<file path="src/rtl/ipc_mbox_pkg.sv">
package ipc_mbox_pkg;
  localparam int unsigned DW = 32;
  localparam int unsigned AW = 6;
  localparam int unsigned MAX_CH = 4;

  localparam logic [AW-1:0] TX_BASE   = 6'h00;
  localparam logic [AW-1:0] RX_BASE   = 6'h10;
  localparam logic [AW-1:0] STAT_ADDR = 6'h20;
  localparam logic [AW-1:0] CTRL_ADDR = 6'h24;

  localparam int unsigned TXE_LSB   = 20;
  localparam int unsigned RXF_LSB   = 24;
  localparam int unsigned PEND_BIT  = 31;
  localparam int unsigned BIE_BIT   = 31;
  localparam int unsigned RIE_MSB   = 27;
  localparam int unsigned REQ_BIT   = 19;
endpackage

</file>
<file path="src/rtl/ipc_mbox_chan.sv">
module ipc_mbox_chan
  import ipc_mbox_pkg::*;
(
  input  logic          clk,
  input  logic          rst_n,
  input  logic          wr,
  input  logic          rd,
  input  logic [DW-1:0] wdata,
  output logic          full,
  output logic [DW-1:0] data
);
  logic          full_n;
  logic          load;
  logic [DW-1:0] data_n;

  always_comb begin
    load   = wr && !full;
    full_n = full ? !rd : wr;
    data_n = wdata;
  end

  always_ff @(posedge clk or negedge rst_n) begin
    if (!rst_n) begin
      full <= 1'b0;
      data <= '0;
    end else begin
      full <= full_n;
      if (load) data <= data_n;
    end
  end
endmodule

</file>
<file path="src/rtl/ipc_mbox_bell.sv">
module ipc_mbox_bell (
  input  logic clk,
  input  logic rst_n,
  input  logic ring,
  input  logic clr,
  output logic req,
  output logic pend
);
  logic xfer;
  logic req_n;
  logic pend_n;

  always_comb begin
    xfer   = req && !pend;
    req_n  = xfer ? 1'b0 : (req || ring);
    pend_n = xfer ? 1'b1 : (clr ? 1'b0 : pend);
  end

  always_ff @(posedge clk or negedge rst_n) begin
    if (!rst_n) begin
      req  <= 1'b0;
      pend <= 1'b0;
    end else begin
      req  <= req_n;
      pend <= pend_n;
    end
  end
endmodule

</file>
<file path="src/rtl/ipc_mbox_port.sv">
module ipc_mbox_port
  import ipc_mbox_pkg::*;
#(
  parameter int unsigned NCH = 4
) (
  input  logic                    clk,
  input  logic                    rst_n,
  input  logic [AW-1:0]           addr,
  input  logic [DW-1:0]           wdata,
  input  logic                    we,
  input  logic                    re,
  input  logic [NCH-1:0]          tx_empty,
  input  logic [NCH-1:0]          rx_full,
  input  logic [NCH-1:0][DW-1:0]  rx_data,
  input  logic                    req,
  input  logic                    pend,
  output logic [NCH-1:0]          tx_wr,
  output logic [NCH-1:0]          rx_rd,
  output logic                    ring,
  output logic                    pend_clr,
  output logic [DW-1:0]           rdata,
  output logic                    irq
);
  logic           ctrl_wr;
  logic           bie_q;
  logic           bie_n;
  logic [NCH-1:0] rie_q;
  logic [NCH-1:0] rie_n;
  logic [DW-1:0]  stat_w;
  logic [DW-1:0]  ctrl_w;

  genvar gi;
  generate
    for (gi = 0; gi < NCH; gi++) begin : g_dec
      localparam logic [AW-1:0] TXA = TX_BASE + AW'(4 * gi);
      localparam logic [AW-1:0] RXA = RX_BASE + AW'(4 * gi);
      assign tx_wr[gi] = we && (addr == TXA);
      assign rx_rd[gi] = re && (addr == RXA);
      assign rie_n[gi] = wdata[RIE_MSB - gi];
    end
  endgenerate

  always_comb begin
    ctrl_wr  = we && (addr == CTRL_ADDR);
    ring     = ctrl_wr && wdata[REQ_BIT];
    pend_clr = we && (addr == STAT_ADDR) && wdata[PEND_BIT];
    bie_n    = wdata[BIE_BIT];
  end

  always_ff @(posedge clk or negedge rst_n) begin
    if (!rst_n) begin
      bie_q <= 1'b0;
      rie_q <= '0;
    end else if (ctrl_wr) begin
      bie_q <= bie_n;
      rie_q <= rie_n;
    end
  end

  always_comb begin
    stat_w           = '0;
    ctrl_w           = '0;
    stat_w[PEND_BIT] = pend;
    ctrl_w[BIE_BIT]  = bie_q;
    ctrl_w[REQ_BIT]  = req;
    for (int i = 0; i < NCH; i++) begin
      stat_w[TXE_LSB + i] = tx_empty[i];
      stat_w[RXF_LSB + i] = rx_full[i];
      ctrl_w[RIE_MSB - i] = rie_q[i];
    end
    rdata = '0;
    if (re) begin
      if (addr == STAT_ADDR) rdata = stat_w;
      if (addr == CTRL_ADDR) rdata = ctrl_w;
      for (int i = 0; i < NCH; i++) begin
        if (rx_rd[i]) rdata = rx_data[i];
      end
    end
    irq = (|(rx_full & rie_q)) || (pend && bie_q);
  end
endmodule

</file>
<file path="src/rtl/ipc_mailbox.sv">
module ipc_mailbox
  import ipc_mbox_pkg::*;
#(
  parameter int unsigned NCH = MAX_CH
) (
  input  logic          clk,
  input  logic          rst_n,
  input  logic [AW-1:0] a_addr,
  input  logic [DW-1:0] a_wdata,
  input  logic          a_we,
  input  logic          a_re,
  output logic [DW-1:0] a_rdata,
  output logic          a_irq,
  input  logic [AW-1:0] b_addr,
  input  logic [DW-1:0] b_wdata,
  input  logic          b_we,
  input  logic          b_re,
  output logic [DW-1:0] b_rdata,
  output logic          b_irq
);
  logic [1:0]            rst_pipe;
  logic                  rst_q_n;
  logic [NCH-1:0]        a2b_full, b2a_full;
  logic [NCH-1:0][DW-1:0] a2b_data, b2a_data;
  logic [NCH-1:0]        a_tx_empty, b_tx_empty, a_rx_full, b_rx_full;
  logic [NCH-1:0]        a_tx_wr, b_tx_wr, a_rx_rd, b_rx_rd;
  logic                  a_ring, b_ring, a_pend_clr, b_pend_clr;
  logic                  a_req, b_req, a_pend, b_pend;

  always_ff @(posedge clk or negedge rst_n) begin
    if (!rst_n) rst_pipe <= 2'b00;
    else        rst_pipe <= {rst_pipe[0], 1'b1};
  end
  assign rst_q_n = rst_pipe[1];

  assign a_tx_empty = ~a2b_full;
  assign b_rx_full  = a2b_full;
  assign b_tx_empty = ~b2a_full;
  assign a_rx_full  = b2a_full;

  genvar gi;
  generate
    for (gi = 0; gi < NCH; gi++) begin : g_ch
      ipc_mbox_chan u_a2b (
        .clk(clk), .rst_n(rst_q_n), .wr(a_tx_wr[gi]), .rd(b_rx_rd[gi]),
        .wdata(a_wdata), .full(a2b_full[gi]), .data(a2b_data[gi]));
      ipc_mbox_chan u_b2a (
        .clk(clk), .rst_n(rst_q_n), .wr(b_tx_wr[gi]), .rd(a_rx_rd[gi]),
        .wdata(b_wdata), .full(b2a_full[gi]), .data(b2a_data[gi]));
    end
  endgenerate

  ipc_mbox_bell u_bell_a2b (
    .clk(clk), .rst_n(rst_q_n), .ring(a_ring), .clr(b_pend_clr),
    .req(a_req), .pend(b_pend));
  ipc_mbox_bell u_bell_b2a (
    .clk(clk), .rst_n(rst_q_n), .ring(b_ring), .clr(a_pend_clr),
    .req(b_req), .pend(a_pend));

  ipc_mbox_port #(.NCH(NCH)) u_port_a (
    .clk(clk), .rst_n(rst_q_n), .addr(a_addr), .wdata(a_wdata), .we(a_we), .re(a_re),
    .tx_empty(a_tx_empty), .rx_full(a_rx_full), .rx_data(b2a_data),
    .req(a_req), .pend(a_pend), .tx_wr(a_tx_wr), .rx_rd(a_rx_rd),
    .ring(a_ring), .pend_clr(a_pend_clr), .rdata(a_rdata), .irq(a_irq));
  ipc_mbox_port #(.NCH(NCH)) u_port_b (
    .clk(clk), .rst_n(rst_q_n), .addr(b_addr), .wdata(b_wdata), .we(b_we), .re(b_re),
    .tx_empty(b_tx_empty), .rx_full(b_rx_full), .rx_data(a2b_data),
    .req(b_req), .pend(b_pend), .tx_wr(b_tx_wr), .rx_rd(b_rx_rd),
    .ring(b_ring), .pend_clr(b_pend_clr), .rdata(b_rdata), .irq(b_irq));
endmodule

</file>
<file path="config.mk">
export PLATFORM = sky130hd
export DESIGN_NAME = ipc_mailbox
export DESIGN_NICKNAME = d
export VERILOG_FILES = /design/src/rtl/ipc_mbox_pkg.sv /design/src/rtl/ipc_mbox_chan.sv /design/src/rtl/ipc_mbox_bell.sv /design/src/rtl/ipc_mbox_port.sv /design/src/rtl/ipc_mailbox.sv
export SDC_FILE = /design/constraint.sdc
export NUM_CORES = 1
export LEC_CHECK = 0
export ABC_AREA = 1
export BUFFER_PORTS_ARGS = -buffer_cell sky130_fd_sc_hd__buf_2
export CORE_MARGIN = 10
export CORE_UTILIZATION = 35
export CTS_CLUSTER_DIAMETER = 60
export CTS_CLUSTER_SIZE = 14
export DETAILED_ROUTE_END_ITERATION = 12
export HOLD_SLACK_MARGIN = 0.12
export PLACE_DENSITY = 0.55
export SLEW_MARGIN = 20
export SYNTH_ARGS = -nofsm -noshare
export SYNTH_HDL_FRONTEND = slang
export SYNTH_SLANG_ARGS = --single-unit
</file>
<file path="constraint.sdc">
create_clock -name clk -period 10.4 [get_ports clk]
set_input_delay 1.04 -clock clk [delete_from_list [all_inputs] [get_ports clk]]
set_output_delay 1.04 -clock clk [all_outputs]
set_load 0.05 [all_outputs]
</file>
==> key figures <==
Drt
  – Top layer in use: met5
  – DRC: 0
  – Metal2 WL: 16.50 mm
  – First-pass DRT Iterations: 5
  – Initial DRC count: 750
  – M1 WL: around 17 mm
  – Post-DR vias/cell: 4.921
  – Vias: between 10000 and 15000
  – WL/cell: around 17 um
  – Post-route ant nets: 0
  – Detailed Route WL: 35.96 mm
  – Met3 WL: between 1.5 and 2 mm

Power
  – Worst vdd ir: approximately 0.11 mV
  – Clock network power share: between 40% and 50%
  – Leakage: about 7.2 nW
  – PwrDens: roughly 170 nW/um^2
  – Sw Share: 24.93%
  – Power share of the combinational group: 8.0%
  – Pint: roughly 1.8 mW
  – Part of the power in registers: about half
  – Sw Pwr: around 600 uW

Die
  – Io pins: 148
  – Core area: ~37000 um^2
  – Die Y-Extent: roughly 210 um
  – Initial core utilization: a little over a third
  – Die Area: 45210 um^2
  – Row count: 70
  – Die Wd: 212.6 um

Clock network
  – Post-CTS Setup Bufs: 0
  – Clk_lat worst skew: about 540 ps
  – Worst-path clk slew: roughly 60 ps
  – Cts hold-fix bufs: 0
  – Clk buf depth: 3
  – CTS buffer count: 27
  – # resized after CTS: 0
  – CTS tree: done
  – Root buf cell: clkbuf_16
  – H-tree depth: 1
  – Sink Count: 280

Critical path
  – Crit-path slowest cell: nor2_4
  – R2r setup slk: just under 8000 ps
  – Worst Reg-to-Reg Cells: 2
  – Crit. End Element: output port
  – Critical path class: input port to output port
  – Reg2reg start: rst_pipe[1]
  – Critical Path Most Common Cell: inv_1
  – CP startpoint kind: input port
  – Worst R2R End: g_ch[1].u_a2b.data[4]
  – Worst path arrival time: between 3000 and 4000 ps
  – Max incr delay on CP: just over 800 ps
  – CP Cell Sequence: buf_2 -> inv_1 -> nand3_4 -> nor2_4 -> inv_2 -> o21ai_0 -> inv_1 -> nand2_1 -> inv_1 -> buf_2
  – CP required: approximately 9400 ps
  – Crit Path Max Fanout: 33

Global route
  – Number of global-route vias before repair: 10250
  – Total gr overflow: 0
  – Initial antenna violation count: 5
  – First-pass GRT wire length: slightly below 60 mm
  – Largest net degree at the start of global routing: between 80 and 90
  – GRT Total Usage: approximately 16%

Timing
  – Endpoints failing setup: 0
  – Final min period: 4676 ps
  – Final period util: around 45%
  – Final TNS setup: 0 ps
  – Worst Max-Slew Pin Slew: around 1000 ps
  – RSZ-0062 raised after global routing: no
  – Hold Fails Final Rpt: 0
  – Fmax: roughly 210 MHz
  – Clk_skew: roughly 11 ps
  – Slew Limit Fails: 0
  – Max_slew headroom: between 30% and 40%

Layout
  – Filler cells: roughly 3800
  – Reg area: roughly 7000 um^2
  – Post-layout util: around 40%
  – Fin nets: 1683
  – Multi-input logic area: roughly 5000 um^2
  – Layout area overhead: 13.05%
  – Layout cell share with drive strength beyond 1: around 18%

Placement
  – GPL Wtd Cong: roughly 0.84
  – IO Port Bufs: 147
  – DP HPWL: 22.69 mm

Synth
  – Post-synth top flop: dfrtp_1
  – Syn nets: ~1600
  – Gate count of the mapped netlist: 1499
  – Number of flops mapped to enable cells by yosys: 0
  – Yosys warns: 0
  – Post-Syn Area: 12980 um^2
  – Yosys cell types: 33
  – Synthesized area per cell: 8.662 um^2
  – Async S/R FF share, synth: 100.0%
  – Flops & latches, synth: 280
  – Register area share after synthesis: 53.96%

Hold path
  – Hold crit path type: input port to asynchronous set/reset pin

Run
  – Max-cap violation count: 0

Outcome
  – Status: finished clean
-- placed cells by master (no fill, tap or decap), drive strengths merged, types with 2 or more instances in the layout --
master,synthesis,final
bufinv,0,4
nand2,449,449
a31oi,48,48
nand3,27,27
nor2,82,82
diode,0,3
inv,122,123
and2,5,5
nor3,6,6
nand4,18,18
a21oi,67,67
clkbuf,12,33
buf,77,162
clkinv,0,6
o21ai,296,296
or2,4,4
a221oi,2,2
dfrtp,280,280
-- worst max path at each step --
stage	start	to	slack [ps]
after floorplan	rst_pipe[1]	g_ch[0].u_a2b.data[0]	2020
after global placement	a_re	a_rdata[21]	5740
after detailed placement	b_addr[5]	b_rdata[31]	5670
after CTS	b_addr[5]	b_rdata[31]	5670
after global routing	b_addr[5]	b_rdata[31]	5500
final	b_addr[5]	b_rdata[31]	5720
-- per-stage QoR --
stage | worst slack, ps | instance area, um^2 | total power, mW | hold WS, ps | std cells
after detailed placement | 5667 | 13780 | 1.441 | 340.4 | 2040
after floorplan | 2019 | 12990 | 1.364 | 331.2 | 1499
after global routing | 5497 | 14680 | 2.536 | 256.4 | 2086
after global placement | 5740 | 13780 | 1.435 | 338.9 | 2040
after CTS | 5671 | 14670 | 2.457 | 252.9 | 2084
final | 5724 | 14680 | 2.425 | 277.9 | 2087
-- cell usage after synthesis, types with 3 or more instances --
cell type | count | area (um^2)
nor2_1 | 69 | 259.0
nor2_4 | 7 | 78.83
nand3_2 | 4 | 40.04
clkbuf_1 | 12 | 45.04
o21ai_0 | 124 | 620.6
nor2_2 | 5 | 31.28
and2_0 | 4 | 25.02
a31oi_1 | 48 | 300.3
o21ai_2 | 60 | 525.5
a21oi_1 | 67 | 335.3
dfrtp_1 | 280 | 7007
o21ai_1 | 112 | 560.5
buf_2 | 33 | 165.2
nand3_1 | 22 | 110.1
nor3_1 | 5 | 25.02
nand2_2 | 3 | 18.77
nand2_1 | 446 | 1674
buf_4 | 7 | 52.55
inv_2 | 5 | 18.77
buf_6 | 37 | 416.7
inv_1 | 117 | 439.2
nand4_1 | 18 | 112.6
-- layer usage --
metal	vias to the layer above	GRT usage [%]
li1	5101	-
met5	-	0
met1	4868	21.93
met4	6	4.161
met3	53	2.621
met2	242	25.61
-- cell type report --
type	count	share of cell area (%)
Antenna cell	3	0.05114
Clock buffer	33	4.893
Clock inverter	11	1.134
Inverter	122	3.120
Multi-Input combinational cell	1008	33.25
Sequential cell	280	47.76
Tap cell	468	3.989
Timing Repair Buffer	162	5.805
-- cell families after synthesis --
group / count (synthesis) / share of synthesized area (%)
buffers and inverters: 211 / 8.759
AO/OA/AOI/OAI: 415 / 18.31
other: 1 / 0.02888
flip-flops: 280 / 53.96
AND/OR/NAND/NOR: 592 / 18.94
-- worst max-delay path, delay by kind of cell --
kind / cells / cell delay, ps
simple gates: 3 / 1030
compound gates: 1 / 320
buf+inv: 6 / 1200
-- power groups by stage --
stage | sequential [mW] | combinational, mW | clock, mW
after floorplan | 1.24 | 0.124 | 0
after global placement | 1.24 | 0.192 | 0
after detailed placement | 1.24 | 0.196 | 0
after CTS | 1.22 | 0.197 | 1.04
after global routing | 1.23 | 0.224 | 1.08
final | 1.22 | 0.194 | 1.01
-- state kept, by name, indices dropped and copies added (netlist names) --
register / flops
u_port_a.bie_q: 1
u_bell_a2b.pend: 1
u_bell_b2a.req: 1
g_ch.u_b2a.data: 128
u_bell_b2a.pend: 1
g_ch.u_a2b.full: 4
u_port_b.rie_q: 4
u_port_a.rie_q: 4
u_bell_a2b.req: 1
rst_pipe: 2
g_ch.u_b2a.full: 4
g_ch.u_a2b.data: 128
u_port_b.bie_q: 1
No activity file was read; power rests on OpenSTA's default activity.
